===== src/rtl/alu_seg_pkg.sv =====
package alu_seg_pkg;

  localparam int SEG_W = 7;
  localparam logic [SEG_W-1:0] SEG_OFF = 7'b1111111;

  // active-low pattern, bit 6 = segment a ... bit 0 = segment g
  function automatic logic [SEG_W-1:0] digit_to_seg(input logic [3:0] code);
    logic [SEG_W-1:0] s;
    case (code)
      4'd0: s = 7'b0000001;
      4'd1: s = 7'b1001111;
      4'd2: s = 7'b0010010;
      4'd3: s = 7'b0000110;
      4'd4: s = 7'b1001100;
      4'd5: s = 7'b0100100;
      4'd6: s = 7'b0100000;
      4'd7: s = 7'b0001111;
      4'd8: s = 7'b0000000;
      4'd9: s = 7'b0000100;
      default: s = SEG_OFF;
    endcase
    return s;
  endfunction

  // number of decimal digits needed for an unsigned value of w bits
  function automatic int dec_digits(input int w);
    longint m;
    int n;
    m = (longint'(1) << w) - 1;
    n = 1;
    while (m >= 10) begin
      m = m / 10;
      n++;
    end
    return n;
  endfunction

endpackage


===== src/rtl/bin_to_bcd.sv =====
module bin_to_bcd #(
  parameter int IN_W = 5,
  parameter int DIG  = 2
) (
  input  logic [IN_W-1:0]  bin,
  output logic [DIG*4-1:0] bcd
);
  localparam int BW = DIG * 4;

  always_comb begin
    logic [BW-1:0] acc;
    acc = '0;
    for (int i = IN_W - 1; i >= 0; i--) begin
      for (int d = 0; d < DIG; d++) begin
        if (acc[d*4 +: 4] >= 4'd5) acc[d*4 +: 4] = acc[d*4 +: 4] + 4'd3;
      end
      acc = {acc[BW-2:0], bin[i]};
    end
    bcd = acc;
  end
endmodule


===== src/rtl/seg_encoder.sv =====
module seg_encoder
  import alu_seg_pkg::*;
(
  input  logic [3:0]       code,
  input  logic             blank,
  output logic [SEG_W-1:0] seg
);
  always_comb begin
    if (blank) seg = SEG_OFF;
    else       seg = digit_to_seg(code);
  end
endmodule


===== src/rtl/alu_seg_driver.sv =====
module alu_seg_driver
  import alu_seg_pkg::*;
#(
  parameter int RES_W = 4
) (
  input  logic             clk,
  input  logic             rst,
  input  logic             mode_arith,
  input  logic [RES_W-1:0] result,
  input  logic             carry,
  output logic [6:0]       seg_hi,
  output logic [6:0]       seg_lo
);
  localparam int VAL_W  = RES_W + 1;
  localparam int DIG    = dec_digits(VAL_W);
  localparam int NDISP  = 2;

  logic [VAL_W-1:0] value;
  logic [DIG*4-1:0] bcd;
  logic [3:0]       code  [NDISP];
  logic             blank [NDISP];
  logic [SEG_W-1:0] seg_n [NDISP];

  assign value = {carry, result};

  bin_to_bcd #(.IN_W(VAL_W), .DIG(DIG)) u_bcd (
    .bin (value),
    .bcd (bcd)
  );

  // digit 0 = lower display, digit 1 = upper display
  always_comb begin
    if (mode_arith) begin
      code[0]  = bcd[3:0];
      blank[0] = 1'b0;
      code[1]  = bcd[7:4];
      blank[1] = (bcd[7:4] == 4'd0);
    end else begin
      code[0]  = result[3:0];
      blank[0] = 1'b0;
      code[1]  = 4'd0;
      blank[1] = 1'b1;
    end
  end

  for (genvar g = 0; g < NDISP; g++) begin : g_disp
    seg_encoder u_enc (
      .code  (code[g]),
      .blank (blank[g]),
      .seg   (seg_n[g])
    );
  end

  always_ff @(posedge clk) begin
    if (rst) begin
      seg_lo <= SEG_OFF;
      seg_hi <= SEG_OFF;
    end else begin
      seg_lo <= seg_n[0];
      seg_hi <= seg_n[1];
    end
  end
endmodule


===== config.mk =====
export PLATFORM = sky130hd
export DESIGN_NAME = alu_seg_driver
export DESIGN_NICKNAME = d
export VERILOG_FILES = /design/src/rtl/alu_seg_pkg.sv /design/src/rtl/bin_to_bcd.sv /design/src/rtl/seg_encoder.sv /design/src/rtl/alu_seg_driver.sv
export SDC_FILE = /design/constraint.sdc
export NUM_CORES = 1
export LEC_CHECK = 0
export BUFFER_PORTS_ARGS = -buffer_cell sky130_fd_sc_hd__clkbuf_2
export CAP_MARGIN = 20
export CORE_MARGIN = 2
export CORE_UTILIZATION = 50
export CTS_BUF_LIST = sky130_fd_sc_hd__clkbuf_4 sky130_fd_sc_hd__clkbuf_8
export DETAILED_ROUTE_END_ITERATION = 10
export GPL_TIMING_DRIVEN = 0
export HOLD_SLACK_MARGIN = 0.05
export MAX_ROUTING_LAYER = met4
export PLACE_DENSITY_LB_ADDON = 0.1
export SETUP_SLACK_MARGIN = 0.4
export SKIP_LAST_GASP = 1
export SLEW_MARGIN = 20
export SYNTH_ARGS = -nofsm -noshare
export SYNTH_HDL_FRONTEND = slang
export SYNTH_SLANG_ARGS = --single-unit

===== constraint.sdc =====
create_clock -name clk -period 4.7 [get_ports clk]
set_input_delay 0.47 -clock clk [delete_from_list [all_inputs] [get_ports clk]]
set_output_delay 0.47 -clock clk [all_outputs]
set_load 0.05 [all_outputs]

==> flow_summary.ini <==
[status]
status = completed

[clock_network]
cts_tree = built
cts.sinks = 13
cts_buffer_depth = 2
path_clk_slew_ns = 0.07
post-cts-setup-buffer-count = 0
cts-root-buf = clkbuf_4
hold_buffers = 0
numCtsBuffers = 3
ctsResizeCount = 0
cts_max_level = 1

[route]
drt-vias-per-instance = 5.78
drt_iter0_drc = 15
antenna_left = 0
dr.pass1.iters = 5
routedWlPerCell_um = 12.4
drc = 0
routed_wirelength_um = 1590
vias = 740

[min_path]
hold_start = result[0]
hold_class = in -> reg
hold_depth = 2
worstHoldEndpoint = seg_lo[2]

[placement]
placed_area_sq_um = 951
port-buffer-count = 18
hpwl_um = 1260
gp_congestion = 0.800

[pwr]
power_mw = 0.311
cellLeakagePower_nw = 0.445
peakVddDrop_mv = 0.129
power_density_mw_per_mm2 = 317

[worst_setup_path]
worst_ep_arrival_time_ns = 2.97
worstPathRequired_ns = 4.84
cp_slowest_cell = a311o_1
crit_chain = buf_6 > inv_1 > ha_1 > o21ai_0 > xnor2_1 > ha_1 > nand2b_1 > a311o_1 > and4_1 > buf_6 > a2111oi_1 > a31oi_1
startpoint_type = primary input
worst-path-max-fanout = 9
critPathMaxStageDelay_ns = 0.42
endpoint_kind = flip-flop
criticalPathCategory = in -> reg

[timing]
rsz0062_at_grt = false
finalCritPeriodShare_pct = 60.2
hold-worst-slack_ns = 0.493
drv_slew = 0
fin_crit_ns = 2.83
fmax_mhz = 354
hold_viol_final = 0
fin_setup_tns_ns = 0
setup_violations = 0

[run]
max-cap-violations = 0

[finish]
utilization_pct = 63.6
antenna_cells = 0
fin_nets = 128
syn2layout_area_growth_pct = 16.7
drive_above_1_share_pct = 30.4
final_area_sq_um = 981

[global_route]
track_usage_pct = 17.6
grt_pass1_wl_um = 2540
grt_pass1_vias = 613
grt_start_max_net_pins = 11
overflow = 0
antenna_found_initial = 0

[logic_synthesis]
yosysWarnings = 0
synth-async-reset-ratio_pct = 0
synth_fp_nets = 105
synthCells = 90
synth_edf_count = 0
synth_cell_types = 39
synth-seq-cells = 13
syn_area_per_cell_sq_um = 9.34
netlist_area_sq_um = 841
ys.flop_type = dfxtp_1
synth-seq-area-share_pct = 31.0

[die]
core_sq_mm = 0.00154
initial_utilization_pct = 54.5
dieArea_sq_mm = 0.00203
die_x_um = 45.0
ios = 22
row_count = 14
die_height_um = 45.0
## metrics by stage
step	cells	setup WS, ns
6_report	128	1.87
5_1_grt	128	1.60
4_1_cts	128	1.88
3_5_place_dp	124	1.59
3_3_place_gp	124	1.65
2_1_floorplan	90	1.85
## cells by family after synthesis
family	synth area share [%]
muxes	1.19
AOI/OAI and AO/OA	27.7
other	0.446
DFF	31.0
adders and majority gates	10.4
and+or+nand+nor	18.5
buffers and inverters	9.82
xor gates and xnor gates	1.04
## cell type report
| class | count | area [sq um] |
|---|---|---|
| flip-flops and latches | 13 | 260 |
| repair buffers | 18 | 90.1 |
| fillers | 141 | 561 |
| inverters | 8 | 30.0 |
| well taps | 16 | 20.0 |
| clock buffers | 4 | 30.0 |
| multi-input cells | 64 | 498 |
| plain buffers | 5 | 52.6 |
## worst max-delay path by stage
stage / startpoint / to / slack [ns] / cells past startpoint
2_1_floorplan: result[3] / seg_lo[0] / 1.85 / 12
3_3_place_gp: result[3] / seg_lo[0] / 1.65 / 12
3_5_place_dp: result[3] / seg_lo[0] / 1.59 / 12
4_1_cts: result[3] / seg_lo[0] / 1.88 / 12
5_1_grt: result[3] / seg_lo[0] / 1.60 / 12
6_report: result[3] / seg_lo[0] / 1.87 / 12
## sequential cells by signal, summed over array words and instances (netlist names)
register  flops
seg_lo        7
seg_hi        6
## cells in the mapped netlist (2+ instances only)
| master | number | area (sq um) |
|---|---|---|
| a2111o_1 | 2 | 22.5 |
| a21oi_1 | 2 | 10.0 |
| a311o_1 | 2 | 20.0 |
| a31oi_1 | 2 | 12.5 |
| a32o_1 | 2 | 20.0 |
| and2_1 | 2 | 12.5 |
| buf_6 | 4 | 45.0 |
| dfxtp_1 | 13 | 260 |
| ha_1 | 7 | 87.6 |
| inv_1 | 8 | 30.0 |
| nand2_1 | 10 | 37.5 |
| nand2b_1 | 2 | 12.5 |
| nand3_1 | 2 | 10.0 |
| nand4_1 | 2 | 12.5 |
| nor2_1 | 2 | 7.51 |
| nor2b_1 | 3 | 18.8 |
| o21ai_0 | 2 | 10.0 |
| o221ai_1 | 2 | 17.5 |
## cell usage in the layout (no fill, tap or decap), types with 3 or more instances in the layout
cell / synthesis / layout
buf_6: 4 / 4
nor2b_1: 3 / 3
clkbuf_4: 0 / 4
nand2_1: 10 / 10
dfxtp_1: 13 / 13
inv_1: 8 / 8
clkbuf_2: 0 / 18
ha_1: 7 / 7
## report_power, final
group	internal [mW]	switching, mW	leakage [nW]
Combinational	0.0381	0.0783	0.319
Clock	0.0387	0.0339	0.0184
Sequential	0.120	0.00221	0.108
Total	0.197	0.114	0.445
## per-layer routing
layer | share of wire, % | vias to the layer above | track usage, %
li1 | - | 375 | -
met1 | 45 | 334 | 20.7
met2 | 49 | 27 | 26.9
met3 | 4.6 | 4 | 3.20
met4 | 1.9 | 0 | 12.4
met5 | 0 | - | -
## worst max-delay path: cells and delay by family
family	cells	cell delay [ns]
compound gates	4	1.12
fa+ha+maj	2	0.49
simple gates	2	0.38
buf+inv	3	0.30
xor+xnor	1	0.21
(Power assumes the default switching activity.)
